<file path="src/rtl/imw_pkg.sv">
package imw_pkg;

  typedef enum logic [2:0] {
    SEL_BASE   = 3'd0,
    SEL_SIZE   = 3'd1,
    SEL_GRAN   = 3'd2,
    SEL_COUNT  = 3'd3,
    SEL_PORTS  = 3'd4,
    SEL_COMMIT = 3'd5
  } cfg_sel_e;

  localparam int ERR_SIZE = 0;
  localparam int ERR_GRAN = 1;
  localparam int ERR_WAYS = 2;
  localparam int ERR_W    = 3;

  // smallest stripe is 2**8 bytes
  localparam int STRIPE_BASE_LOG2 = 8;

endpackage

</file>
<file path="src/rtl/imw_cfg_regs.sv">
module imw_cfg_regs import imw_pkg::*; #(
  parameter int ADDR_W          = 40,
  parameter int N_PORTS         = 8,
  parameter int GRAN_W          = 4,
  parameter int MAX_GRAN_ENC    = 6,
  parameter int SIZE_ALIGN_LOG2 = 28,
  localparam int CNT_W = $clog2(N_PORTS) + 2,
  localparam int WL_W  = $clog2(CNT_W)
) (
  input  logic              clk,
  input  logic              rst,
  input  logic              cfg_we,
  input  logic [2:0]        cfg_sel,
  input  logic [ADDR_W-1:0] cfg_wdata,
  output logic [ADDR_W-1:0] base_q,
  output logic [ADDR_W-1:0] size_q,
  output logic [GRAN_W-1:0] gran_q,
  output logic [WL_W-1:0]   ways_l2_q,
  output logic [N_PORTS-1:0] port_ok_q,
  output logic              win_en_q,
  output logic [ERR_W-1:0]  cfg_err_q
);

  logic [GRAN_W-1:0] gran_raw;
  logic [CNT_W-1:0]  cnt_raw;
  logic [WL_W-1:0]   ways_l2;
  logic [ERR_W-1:0]  chk_err;
  logic              cnt_pow2;

  // index of the highest set bit of the count
  always_comb begin
    ways_l2 = '0;
    for (int i = 0; i < CNT_W; i++) begin
      if (cnt_raw[i]) ways_l2 = WL_W'(i);
    end
  end

  assign cnt_pow2 = (cnt_raw != '0) && ((cnt_raw & (cnt_raw - 1'b1)) == '0);

  always_comb begin
    chk_err           = '0;
    chk_err[ERR_SIZE] = (size_q == '0) || (size_q[SIZE_ALIGN_LOG2-1:0] != '0);
    chk_err[ERR_GRAN] = gran_raw > GRAN_W'(MAX_GRAN_ENC);
    chk_err[ERR_WAYS] = !cnt_pow2 || (cnt_raw > CNT_W'(N_PORTS));
  end

  always_ff @(posedge clk) begin
    if (rst) begin
      base_q    <= '0;
      size_q    <= '0;
      gran_raw  <= '0;
      cnt_raw   <= CNT_W'(1);
      port_ok_q <= '0;
      gran_q    <= '0;
      ways_l2_q <= '0;
      win_en_q  <= 1'b0;
      cfg_err_q <= '0;
    end else if (cfg_we) begin
      case (cfg_sel_e'(cfg_sel))
        SEL_BASE:  begin base_q    <= cfg_wdata;                 win_en_q <= 1'b0; end
        SEL_SIZE:  begin size_q    <= cfg_wdata;                 win_en_q <= 1'b0; end
        SEL_GRAN:  begin gran_raw  <= cfg_wdata[GRAN_W-1:0];     win_en_q <= 1'b0; end
        SEL_COUNT: begin cnt_raw   <= cfg_wdata[CNT_W-1:0];      win_en_q <= 1'b0; end
        SEL_PORTS: begin port_ok_q <= cfg_wdata[N_PORTS-1:0];    win_en_q <= 1'b0; end
        SEL_COMMIT: begin
          if (cfg_wdata[0]) begin
            cfg_err_q <= chk_err;
            win_en_q  <= (chk_err == '0);
            gran_q    <= gran_raw;
            ways_l2_q <= ways_l2;
          end else begin
            cfg_err_q <= '0;
            win_en_q  <= 1'b0;
          end
        end
        default: ;
      endcase
    end
  end

endmodule

</file>
<file path="src/rtl/imw_decode.sv">
module imw_decode import imw_pkg::*; #(
  parameter int ADDR_W  = 40,
  parameter int N_PORTS = 8,
  parameter int TAG_W   = 8,
  parameter int DATA_W  = 64,
  parameter int GRAN_W  = 4,
  parameter int WL_W    = 3,
  parameter int BYTES_W = 4,
  localparam int MAX_BYTES = DATA_W / 8,
  localparam int PIDX_W    = (N_PORTS > 1) ? $clog2(N_PORTS) : 1
) (
  input  logic               clk,
  input  logic               rst,
  input  logic               in_valid,
  input  logic               in_write,
  input  logic [TAG_W-1:0]   in_tag,
  input  logic [ADDR_W-1:0]  in_offset,
  input  logic [BYTES_W-1:0] in_bytes,
  input  logic [DATA_W-1:0]  in_wdata,
  input  logic [ADDR_W-1:0]  base,
  input  logic [ADDR_W-1:0]  size,
  input  logic [GRAN_W-1:0]  gran,
  input  logic [WL_W-1:0]    ways_l2,
  input  logic [N_PORTS-1:0] port_ok,
  input  logic               win_en,
  output logic               s1_valid,
  output logic [N_PORTS-1:0] ds_valid,
  output logic [ADDR_W-1:0]  ds_addr,
  output logic               ds_write,
  output logic [TAG_W-1:0]   ds_tag,
  output logic [BYTES_W-1:0] ds_bytes,
  output logic [DATA_W-1:0]  ds_wdata,
  output logic               push_valid,
  output logic [TAG_W-1:0]   push_tag,
  output logic               push_write
);

  // stage 1: host address and range/length qualification
  logic [ADDR_W-1:0]  s1_hpa;
  logic               s1_write;
  logic [TAG_W-1:0]   s1_tag;
  logic [BYTES_W-1:0] s1_bytes;
  logic [DATA_W-1:0]  s1_wdata;
  logic               s1_ok;

  always_ff @(posedge clk) begin
    if (rst) s1_valid <= 1'b0;
    else     s1_valid <= in_valid;
    s1_hpa   <= base + in_offset;
    s1_write <= in_write;
    s1_tag   <= in_tag;
    s1_bytes <= in_bytes;
    s1_wdata <= in_wdata;
    s1_ok    <= win_en && (in_offset < size) && (in_bytes != '0)
                && (in_bytes <= BYTES_W'(MAX_BYTES));
  end

  // stage 2: stripe index modulo the (power of two) target count
  logic [ADDR_W-1:0] stripe;
  logic [PIDX_W-1:0] idx_mask;
  logic [PIDX_W-1:0] sel_idx;
  logic              routable;

  assign stripe = s1_hpa >> (STRIPE_BASE_LOG2 + int'(gran));

  always_comb begin
    for (int i = 0; i < PIDX_W; i++) begin
      idx_mask[i] = (i < int'(ways_l2));
    end
  end

  assign sel_idx  = stripe[PIDX_W-1:0] & idx_mask;
  assign routable = s1_valid && s1_ok && win_en && port_ok[sel_idx];

  assign push_valid = s1_valid && !routable;
  assign push_tag   = s1_tag;
  assign push_write = s1_write;

  always_ff @(posedge clk) begin
    if (rst)           ds_valid <= '0;
    else if (routable) ds_valid <= N_PORTS'(1) << sel_idx;
    else               ds_valid <= '0;
    ds_addr  <= s1_hpa;
    ds_write <= s1_write;
    ds_tag   <= s1_tag;
    ds_bytes <= s1_bytes;
    ds_wdata <= s1_wdata;
  end

endmodule

</file>
<file path="src/rtl/imw_rsp_merge.sv">
module imw_rsp_merge #(
  parameter int TAG_W    = 8,
  parameter int DATA_W   = 64,
  parameter int LQ_DEPTH = 4,
  localparam int PTR_W = (LQ_DEPTH > 1) ? $clog2(LQ_DEPTH) : 1
) (
  input  logic              clk,
  input  logic              rst,
  input  logic              push_valid,
  input  logic [TAG_W-1:0]  push_tag,
  input  logic              push_write,
  input  logic              ds_rsp_valid,
  input  logic [TAG_W-1:0]  ds_rsp_tag,
  input  logic [DATA_W-1:0] ds_rsp_data,
  input  logic              ds_rsp_err,
  output logic [PTR_W:0]    lq_count,
  output logic              rsp_valid,
  output logic [TAG_W-1:0]  rsp_tag,
  output logic [DATA_W-1:0] rsp_data,
  output logic              rsp_err
);

  // entry: {write, tag}; no reset so it maps onto distributed RAM
  logic [TAG_W:0]   lq_mem [LQ_DEPTH];
  logic [PTR_W-1:0] wr_ptr, rd_ptr;
  logic [TAG_W:0]   head;
  logic             pop;

  assign head = lq_mem[rd_ptr];
  assign pop  = !ds_rsp_valid && (lq_count != '0);

  always_ff @(posedge clk) begin
    if (push_valid) lq_mem[wr_ptr] <= {push_write, push_tag};
  end

  always_ff @(posedge clk) begin
    if (rst) begin
      wr_ptr    <= '0;
      rd_ptr    <= '0;
      lq_count  <= '0;
      rsp_valid <= 1'b0;
      rsp_tag   <= '0;
      rsp_data  <= '0;
      rsp_err   <= 1'b0;
    end else begin
      if (push_valid) wr_ptr <= (wr_ptr == PTR_W'(LQ_DEPTH - 1)) ? '0 : wr_ptr + 1'b1;
      if (pop)        rd_ptr <= (rd_ptr == PTR_W'(LQ_DEPTH - 1)) ? '0 : rd_ptr + 1'b1;
      lq_count <= lq_count + (PTR_W+1)'(push_valid) - (PTR_W+1)'(pop);
      if (ds_rsp_valid) begin
        rsp_valid <= 1'b1;
        rsp_tag   <= ds_rsp_tag;
        rsp_data  <= ds_rsp_data;
        rsp_err   <= ds_rsp_err;
      end else if (pop) begin
        rsp_valid <= 1'b1;
        rsp_tag   <= head[TAG_W-1:0];
        rsp_data  <= '0;
        rsp_err   <= !head[TAG_W];
      end else begin
        rsp_valid <= 1'b0;
      end
    end
  end

endmodule

</file>
<file path="src/rtl/imw_router.sv">
module imw_router import imw_pkg::*; #(
  parameter int ADDR_W          = 40,
  parameter int N_PORTS         = 8,
  parameter int TAG_W           = 8,
  parameter int DATA_W          = 64,
  parameter int LQ_DEPTH        = 4,
  parameter int MAX_GRAN_ENC    = 6,
  parameter int SIZE_ALIGN_LOG2 = 28
) (
  input  logic               clk,
  input  logic               rst,
  input  logic               cfg_we,
  input  logic [2:0]         cfg_sel,
  input  logic [ADDR_W-1:0]  cfg_wdata,
  output logic               win_en,
  output logic [2:0]         cfg_err,
  input  logic               req_valid,
  output logic               req_ready,
  input  logic               req_write,
  input  logic [TAG_W-1:0]   req_tag,
  input  logic [ADDR_W-1:0]  req_offset,
  input  logic [3:0]         req_bytes,
  input  logic [DATA_W-1:0]  req_wdata,
  output logic [N_PORTS-1:0] ds_valid,
  output logic [ADDR_W-1:0]  ds_addr,
  output logic               ds_write,
  output logic [TAG_W-1:0]   ds_tag,
  output logic [3:0]         ds_bytes,
  output logic [DATA_W-1:0]  ds_wdata,
  input  logic               ds_rsp_valid,
  input  logic [TAG_W-1:0]   ds_rsp_tag,
  input  logic [DATA_W-1:0]  ds_rsp_data,
  input  logic               ds_rsp_err,
  output logic               rsp_valid,
  output logic [TAG_W-1:0]   rsp_tag,
  output logic [DATA_W-1:0]  rsp_data,
  output logic               rsp_err
);

  localparam int GRAN_W = 4;
  localparam int CNT_W  = $clog2(N_PORTS) + 2;
  localparam int WL_W   = $clog2(CNT_W);
  localparam int PTR_W  = (LQ_DEPTH > 1) ? $clog2(LQ_DEPTH) : 1;

  logic [ADDR_W-1:0]  base, size;
  logic [GRAN_W-1:0]  gran;
  logic [WL_W-1:0]    ways_l2;
  logic [N_PORTS-1:0] port_ok;
  logic               s1_valid;
  logic               push_valid, push_write;
  logic [TAG_W-1:0]   push_tag;
  logic [PTR_W:0]     lq_count;
  logic [PTR_W+1:0]   occupancy;
  logic               accept;

  // queue slots already claimed: stored entries plus the one in stage 1
  assign occupancy = (PTR_W+2)'(lq_count) + (PTR_W+2)'(s1_valid);
  assign req_ready = occupancy < (PTR_W+2)'(LQ_DEPTH);
  assign accept    = req_valid && req_ready;

  imw_cfg_regs #(
    .ADDR_W(ADDR_W), .N_PORTS(N_PORTS), .GRAN_W(GRAN_W),
    .MAX_GRAN_ENC(MAX_GRAN_ENC), .SIZE_ALIGN_LOG2(SIZE_ALIGN_LOG2)
  ) cfg_i (
    .clk(clk), .rst(rst), .cfg_we(cfg_we), .cfg_sel(cfg_sel), .cfg_wdata(cfg_wdata),
    .base_q(base), .size_q(size), .gran_q(gran), .ways_l2_q(ways_l2),
    .port_ok_q(port_ok), .win_en_q(win_en), .cfg_err_q(cfg_err)
  );

  imw_decode #(
    .ADDR_W(ADDR_W), .N_PORTS(N_PORTS), .TAG_W(TAG_W), .DATA_W(DATA_W),
    .GRAN_W(GRAN_W), .WL_W(WL_W), .BYTES_W(4)
  ) dec_i (
    .clk(clk), .rst(rst), .in_valid(accept), .in_write(req_write), .in_tag(req_tag),
    .in_offset(req_offset), .in_bytes(req_bytes), .in_wdata(req_wdata),
    .base(base), .size(size), .gran(gran), .ways_l2(ways_l2), .port_ok(port_ok),
    .win_en(win_en), .s1_valid(s1_valid), .ds_valid(ds_valid), .ds_addr(ds_addr),
    .ds_write(ds_write), .ds_tag(ds_tag), .ds_bytes(ds_bytes), .ds_wdata(ds_wdata),
    .push_valid(push_valid), .push_tag(push_tag), .push_write(push_write)
  );

  imw_rsp_merge #(
    .TAG_W(TAG_W), .DATA_W(DATA_W), .LQ_DEPTH(LQ_DEPTH)
  ) rsp_i (
    .clk(clk), .rst(rst), .push_valid(push_valid), .push_tag(push_tag),
    .push_write(push_write), .ds_rsp_valid(ds_rsp_valid), .ds_rsp_tag(ds_rsp_tag),
    .ds_rsp_data(ds_rsp_data), .ds_rsp_err(ds_rsp_err), .lq_count(lq_count),
    .rsp_valid(rsp_valid), .rsp_tag(rsp_tag), .rsp_data(rsp_data), .rsp_err(rsp_err)
  );

endmodule

</file>
<file path="config.mk">
export PLATFORM = sky130hd
export DESIGN_NAME = imw_router
export DESIGN_NICKNAME = d
export VERILOG_FILES = /design/src/rtl/imw_pkg.sv /design/src/rtl/imw_cfg_regs.sv /design/src/rtl/imw_decode.sv /design/src/rtl/imw_rsp_merge.sv /design/src/rtl/imw_router.sv
export SDC_FILE = /design/constraint.sdc
export NUM_CORES = 1
export LEC_CHECK = 0
export ABC_CLOCK_PERIOD_IN_PS = 3200
export BUFFER_PORTS_ARGS = -buffer_cell sky130_fd_sc_hd__buf_2
export CAP_MARGIN = 20
export CORE_ASPECT_RATIO = 0.75
export CORE_MARGIN = 2
export CORE_UTILIZATION = 35
export CTS_BUF_LIST = sky130_fd_sc_hd__clkbuf_4
export DETAILED_ROUTE_END_ITERATION = 16
export REMOVE_ABC_BUFFERS = 1
export SYNTH_ARGS = -nofsm -noshare
export SYNTH_HDL_FRONTEND = slang
export SYNTH_SLANG_ARGS = --single-unit
export TNS_END_PERCENT = 50
</file>
<file path="constraint.sdc">
create_clock -name clk -period 3.2 [get_ports clk]
set_input_delay 0.96 -clock clk [delete_from_list [all_inputs] [get_ports clk]]
set_output_delay 0.96 -clock clk [all_outputs]
set_load 0.005 [all_outputs]
</file>
==> metrics.txt, run 1 <==
crit share post-route 1.07; Crit. End Element register; antenna violations before repair 5; Final Net Count 2489; Starting Density 0.352; Slew Viols, Final 0; Slew Limit Headroom 0.435; # IOs 442; Startpoint Class register; number of global-route vias before repair 12900; setup ws final -0.223 ns; Most common cell on crit path mux4_2; Post-synth EDFFs 36; Worst VDD drop 0.357 mV; Worst path max stage delay 0.55 ns; clk_lat worst skew 0.88 ns; count of final setup violators 35; max cap viols 0; WP data required 3.87 ns; CP Buf/Inv Count 2; most frequent cells in the layout buf_2 (440), dfxtp_1 (434), nand2_1 (211), clkbuf_4 (159), a21oi_1 (147); status finished, violations left; Yosys reg bits 471; Final min period 3.42 ns; reg2reg start cfg_i.gran_q[0]; Lkg Pwr 9.79 nW; DRT Wirelength 47.8 mm; min-delay src req_tag[0]; cells along the critical path buf_6 -> mux4_2 -> mux4_2 -> nand2_4 -> mux4_2 -> mux2i_4 -> o21a_1 -> ha_2 -> inv_2 -> fa_2 -> nor2_1; ys async rst share 0; area grow syn2layout 31.4%; GRT Total Usage 0.184; commonest non-fill, non-tap cell in the layout buf_2; unrepaired setup endpoints after global routing true; port buffer count 441; cts bufs inserted 114; Syn Std Cell Area 16600 um2; actual slew at the worst max-slew pin 0.848 ns; CP Class reg2reg; post-synthesis cell count 1550; CTS H-tree lvls 3; die height 192 um; Clock Tree Buf Depth 3; Cells after DPL 2682; clock sink count 471; Worst path slowest cell mux4_2; register area share after synthesis 0.591; total gr overflow 0; HPWL after DPL 35.4 mm; routability cong. 0.845; fill cell count 4536; total number of vias 13700; share of cells above drive strength 1 0.343; arrival time at the worst endpoint 4.10 ns; CORE AREA 47100 um2; power per cell area 593 nW/um2; mean post-synth cell area 10.7 um2; die width 255 um; row cnt 69; routed len/inst 16.5 um; dpl ws -0.754 ns; Levels on crit path 11; CP max FO 3; CTS tree built; non-filler instance count after layout 2898; Max Freq 292 MHz; Hold Crit Class in2reg; hold path depth 1; largest net degree at the start of global routing 76; Vias/cell 4.71; FF-to-FF path depth 11; CP delay by family, top multiplexers; final hold violation count 0; Yosys cell types 58; first-pass GRT wire length 69.9 mm; yosys warns 0; Detail Route Antenna Nets 0; Reg clk slew, reported paths 0.07 ns; Layout Skew 0.0657 ns; Pre-Repair DR Iteration Count 5; Primary FF master, synth dfxtp_1; failing checks setup timing; Initial DRC Count 891; Worst Setup SP cfg_i.gran_q[0]; Root Buffer clkbuf_4; die area 49100 um2; DRC violations left 0
-- power by group --
| group | switching (mW) | internal, mW | leakage (nW) |
|---|---|---|---|
| registers | 0.214 | 6.31 | 3.94 |
| clock network | 2.41 | 2.47 | 0.859 |
| logic | 0.790 | 0.715 | 4.99 |
| total | 3.42 | 9.49 | 9.79 |
-- worst reg2reg max path: cells and delay by family (launching register included) --
kind / cells / cell delay [ns]
flip-flops: 1 / 0.35
AND/OR/NAND/NOR: 2 / 0.14
adder cells (fa/ha/maj): 2 / 0.69
buffers and inverters: 2 / 0.14
AO/OA/AOI/OAI: 1 / 0.19
multiplexers: 4 / 1.75
-- kinds of logic (layout without fill, tap and decap cells) --
group           Yosys count  count (layout)  synth area share
simple gates            444             447             0.115
buf+inv                 124             826            0.0290
compound gates          333             333             0.126
fa+ha+maj                88              88            0.0674
flops                   471             471             0.591
other cells               0               4                 0
xor+xnor                 37              37            0.0196
mux                      53              53            0.0524
-- repair_timing --
item / CTS / global route
pin swaps: 5 / 6
setup endpoints to repair: 39 / 45
gates cloned: 0 / 4
buffers inserted: 2 / 2
resized for setup: 13 / 11
hold buffers: 0 / 0
-- state kept, by name, indices dropped and copies added (netlist names), 36 cells and up, named ones only --
| register | flops |
|---|---|
| cfg_i.base_q | 40 |
| cfg_i.size_q | 40 |
| dec_i.ds_addr | 40 |
| dec_i.ds_wdata | 64 |
| dec_i.s1_hpa | 40 |
| dec_i.s1_wdata | 64 |
| rsp_i.lq_mem | 36 |
| rsp_i.rsp_data | 64 |
-- final cells by class --
type                       instances  area, um2  share of cell area
timing repair buffer             558       3130               0.144
inverter                          60        225              0.0103
antenna                            4       10.0            0.000460
multi-input combinational        958       6370               0.292
clock buffer                     159       1190              0.0548
clock inverter                    49        258              0.0118
sequential                       471       9790               0.450
tap                              639        800              0.0367
-- per-stage QoR --
step	utilization	instance area (um2)	power (mW)	hold slack, ns	TNS [ns]
2_1_floorplan	-	16300	7.30	0.310	-195.28
3_3_place_gp	0.431	20300	8.10	0.310	-15.71
3_5_place_dp	0.431	20300	8.14	0.312	-17.11
4_1_cts	0.462	21700	13.1	0.0941	-3.70
5_1_grt	0.463	21800	13.6	0.0899	-7.66
6_report	0.463	21800	12.9	0.200	-2.19
-- synthesized netlist by cell type, types with 10 or more instances --
cell,instances,area (um2)
dfxtp_1,435,8710
nand2_1,211,792
a21oi_1,147,736
nor2_1,134,503
ha_1,86,1080
a22oi_1,66,495
inv_1,59,221
clkbuf_1,52,195
edfxtp_1,36,1080
a21o_1,33,248
xnor2_1,30,263
mux2i_1,29,290
o21ai_0,21,105
a211oi_1,17,128
mux4_2,14,315
nor3_1,14,70.1
nand3_1,13,65.1
and2_1,12,75.1
nand4_1,12,75.1
nor4_1,11,68.8
buf_1,10,37.5
mux4_1,10,263
-- metal layers --
layer | routed length [um] | track usage | vias to the layer above
li1 | - | - | 6715
met1 | 22300 | 0.257 | 6416
met2 | 21200 | 0.275 | 450
met3 | 3330 | 0.0488 | 70
met4 | 916 | 0.0619 | 0
met5 | 0 | 0 | -
-- worst paths after layout --
path | endpoint | slack [ns]
max reg2reg | rsp_i.lq_count[1] | -0.22
max | rsp_i.lq_count[1] | -0.22
min reg2reg | dec_i.ds_wdata[35] | 0.30
min | dec_i.push_tag[0] | 0.20
(Power assumes the default switching activity.)
==> inputs of run 2 (changes only) <==
- CTS_BUF_LIST: sky130_fd_sc_hd__clkbuf_4 -> default
==> run 2 against run 1 <==
Effect of this change:
- the run still ends with setup timing left
- critical path depth stayed put
- core utilization increased by 0.25 points
- largest power group unchanged
- sequential share of layout area decreased by 0.24 points
- combinational power is essentially flat
- critical path type unchanged
- sequential cell count unchanged
- clock skew fell by 0.035 ns
- hold slack better by 0.12 ns
- global-route usage down 0.48 points
- non-clock buffer count rose by 3
- highest routed layer unchanged
- largest cell class unchanged
- first-iteration DRC count is 3.1% higher
- power is 3.6% higher
==> metrics.txt, run 2 (synthesis results as in run 1) <==
failing checks setup timing; area grow syn2layout 32.2%; cts bufs inserted 47; hold_buf cts 0; total gr overflow 0; CTS tree built; antenna violations before repair 3; WP data required 3.65 ns; CTS H-tree lvls 2; CP Buf/Inv Count 2; Worst VDD drop 0.372 mV; routability cong. 0.845; share of cells above drive strength 1 0.322; count of final setup violators 39; Layout Skew 0.0307 ns; DRT Wirelength 47.0 mm; Clock Tree Buf Depth 3; Pre-Repair DR Iteration Count 5; Worst path max stage delay 0.55 ns; Detail Route Antenna Nets 0; GRT Total Usage 0.179; total number of vias 13200; fin util 0.465; CORE AREA 47100 um2; die area 49100 um2; most frequent cells in the layout buf_2 (440), dfxtp_1 (434), nand2_1 (211), a21oi_1 (145), nor2_1 (134); # IOs 442; routed len/inst 16.9 um; Worst path slowest cell mux4_2; Most common cell on crit path mux4_2; clk_lat worst skew 0.58 ns; Lkg Pwr 9.69 nW; Tot Pwr 13.4 mW; Starting Density 0.352; Initial DRC Count 919; port buffer count 441; Final Instance Area 21900 um2; Final min period 3.38 ns; Hold Crit Class reg2reg; Root Buffer clkbuf_16; die width 255 um; DRC violations left 0; largest net degree at the start of global routing 76; arrival time at the worst endpoint 3.83 ns; max cap viols 0; number of global-route vias before repair 12300; Regs by FF count dec_i.ds_wdata (64), dec_i.s1_wdata (64), rsp_i.rsp_data (64); unrepaired setup endpoints after global routing true; cells along the critical path buf_6 -> mux4_2 -> mux4_2 -> nand2_4 -> mux4_2 -> mux2i_4 -> o21a_1 -> ha_2 -> inv_2 -> fa_2 -> nor2_1; HPWL after DPL 35.4 mm; actual slew at the worst max-slew pin 0.852 ns; first-pass GRT wire length 68.5 mm; setup ws final -0.181 ns; Final Net Count 2426; Vias/cell 4.74; status finished, violations left; Crit. End Element register; row cnt 69; placed instance area 20300 um2; CP max FO 3; Reg clk slew, reported paths 0.07 ns; Slew Viols, Final 0; clock sink count 471; Setup TNS -3.05 ns; die height 192 um; Startpoint Class register; crit share post-route 1.06; power per cell area 611 nW/um2; commonest non-fill, non-tap cell in the layout buf_2; final hold violation count 0; Max Freq 296 MHz; CP delay by family, top multiplexers; Slew Limit Headroom 0.432; CP Class reg2reg
-- run 2: final cells by class --
class,count,area (um2)
antenna,3,7.51
clock buffer,66,1360
clock inverter,18,145
fill,4466,25200
inverter,60,225
multi-input combinational,959,6420
sequential,471,9790
tap,639,800
timing repair buffer,561,3150
-- run 2: timing repair --
action,4_1_cts,5_1_grt
resized for setup,14,21
setup endpoints to repair,43,49
gates cloned,0,5
pin swaps,6,10
buffers inserted,2,7
-- run 2: layer usage --
layer | GRT usage | vias to the layer above | share of wire
met5 | 0 | - | 0
met4 | 0.0547 | 0 | 0.019
met3 | 0.0310 | 61 | 0.057
met2 | 0.272 | 368 | 0.44
met1 | 0.259 | 6234 | 0.48
li1 | - | 6507 | -
-- run 2: power breakdown --
part           switching (mW)  internal, mW  leakage (nW)  total [mW]
registers               0.212          6.31          3.94        6.52
logic                   0.791         0.723          5.01        1.51
clock network            2.34          3.00         0.739        5.34
-- run 2: final timing paths --
check	from	endpoint	slack, ns	cells after the start
hold / removal	dec_i.s1_wdata[27]	dec_i.ds_wdata[27]	0.32	0
setup reg to reg	cfg_i.gran_q[0]	rsp_i.lq_count[1]	-0.18	11
setup / recovery	cfg_i.gran_q[0]	rsp_i.lq_count[1]	-0.18	11
hold reg to reg	dec_i.s1_wdata[27]	dec_i.ds_wdata[27]	0.32	0
-- run 2: through the flow --
| step | setup slack [ns] | hold slack [ns] | cells |
|---|---|---|---|
| after floorplan | -2.81 | 0.310 | 1486 |
| after global placement | -0.751 | 0.310 | 2682 |
| after detailed placement | -0.754 | 0.312 | 2682 |
| after CTS | -0.213 | 0.324 | 2767 |
| after global routing | -0.297 | 0.328 | 2777 |
| final | -0.181 | 0.323 | 2777 |
==> inputs of run 3 (changes only) <==
- SKIP_CTS_REPAIR_TIMING: default -> 1
==> run 3 against run 2 <==
Effect of this change:
- the run still ends with setup timing left
- setup slack worse by 0.041 ns
- critical path depth did not move
- via count grew 0.21%
- register-to-register slack worse by 0.04 ns
- core utilization fell by 0.11 points
- cell count decreased by 0.11%
- die area stayed put
- fmax decreased by 1.2%
- global-route usage down 0.053 points
- critical path type unchanged
- critical endpoint unchanged
- largest cell class unchanged
- highest routed layer unchanged
==> metrics.txt, run 3 (synthesis results as in run 1) <==
status finished, violations left; failing checks setup timing; Most common cell on crit path mux4_2; Regs by FF count dec_i.ds_wdata (64), dec_i.s1_wdata (64), rsp_i.rsp_data (64); met3 wire len 2.80 mm; count of final setup violators 39; R2R Setup Slk -0.22 ns; cts bufs inserted 47; # IOs 442; clk_lat worst skew 0.58 ns; Vias/cell 4.76; Levels on crit path 11; number of global-route vias before repair 12300; row cnt 69; setup ws final -0.222 ns; routed len/inst 16.9 um; non-filler instance count after layout 2774; Register Area 9790 um2; most frequent cells in the layout buf_2 (440), dfxtp_1 (434), nand2_1 (211), a21oi_1 (147), nor2_1 (134); power per cell area 612 nW/um2; WP data required 3.65 ns; unrepaired setup endpoints after global routing true; WL met2 20.8 mm; worst r2r dst rsp_i.lq_count[1]; Cells after DPL 2682; fin util 0.464; port buffer count 441; Final Net Count 2423; routability cong. 0.845; Hold Crit Class reg2reg; Reg clk slew, reported paths 0.07 ns; Slew Viols, Final 0; CP Class reg2reg; Initial DRC Count 857; DRC violations left 0; Worst path max stage delay 0.55 ns; DRT Wirelength 46.9 mm; CORE AREA 47100 um2; crit share post-route 1.07; Multi-input gate area 6390 um2; CTS tree built; die height 192 um; actual slew at the worst max-slew pin 0.853 ns; final hold violation count 0; Pre-Repair DR Iteration Count 5; cells along the critical path buf_6 -> mux4_2 -> mux4_2 -> nand2_4 -> mux4_2 -> mux2i_2 -> o21a_1 -> ha_2 -> inv_2 -> fa_2 -> nor2_1; wl on met1 22.4 mm; DR top layer met4; Clock Tree Buf Depth 3; antenna violations before repair 3; WHS 0.323 ns; Max Freq 292 MHz; reg2reg start cfg_i.gran_q[0]; commonest non-fill, non-tap cell in the layout buf_2; die width 255 um; Startpoint Class register; Final min period 3.42 ns; clock sink count 471; CTS H-tree lvls 2; die area 49100 um2; CP max FO 4; Lkg Pwr 9.67 nW; Layout Skew 0.0317 ns; hold path depth 0; HPWL after DPL 35.4 mm; total gr overflow 0; min-delay src dec_i.s1_wdata[5]; Detail Route Antenna Nets 0; share of cells above drive strength 1 0.318; FF-to-FF path depth 11; largest net degree at the start of global routing 76; arrival time at the worst endpoint 3.87 ns; GRT Total Usage 0.179; Slew Limit Headroom 0.432; WHS Endpoint dec_i.ds_wdata[5]; max cap viols 0; Worst VDD drop 0.372 mV; Crit. End Element register; Worst path slowest cell mux4_2; Tot Pwr 13.4 mW; CP delay by family, top multiplexers; Root Buffer clkbuf_16; Starting Density 0.352; first-pass GRT wire length 68.3 mm; CP Buf/Inv Count 2; fill cell count 4464; area grow syn2layout 31.8%; total number of vias 13200
==> run 3: worst max path at each step <==
stage	slack (ns)	to	startpoint
final	-0.22	rsp_i.lq_count[1]	cfg_i.gran_q[0]
after global placement	-0.75	dec_i.s1_hpa[36]	req_offset[0]
after detailed placement	-0.75	dec_i.s1_hpa[36]	req_offset[0]
after CTS	-0.38	rsp_i.lq_count[2]	cfg_i.gran_q[0]
after global routing	-0.35	rsp_i.lq_count[1]	cfg_i.gran_q[0]
after floorplan	-2.81	rsp_i.rsp_data[0]	ds_rsp_valid
==> run 3: area by class of cell <==
class	count	share of cell area
inverters	60	0.0103
well taps	639	0.0366
multi-input cells	959	0.293
repair buffers	558	0.143
clock inverters	18	0.00664
flip-flops and latches	471	0.448
clock buffers	66	0.0623
diodes	3	0.000344
==> run 3: through the flow <==
stage | setup WS [ns] | setup TNS, ns | cell area, um2
after detailed placement | -0.754 | -17.11 | 20300
after global placement | -0.751 | -15.71 | 20300
after global routing | -0.350 | -10.01 | 21800
after floorplan | -2.81 | -195.28 | 16300
final | -0.222 | -4.70 | 21800
after CTS | -0.381 | -9.50 | 21800
==> run 3: layer usage <==
layer,global-route usage,vias to the layer above
met4,0.0551,0
met5,0,-
met3,0.0310,63
met1,0.257,6240
li1,-,6511
met2,0.272,384
==> run 3: report_power, final <==
group | total [mW] | switching (mW) | internal [mW]
registers | 6.52 | 0.212 | 6.31
clock network | 5.34 | 2.34 | 3.00
logic | 1.51 | 0.789 | 0.719
total | 13.4 | 3.34 | 10.0
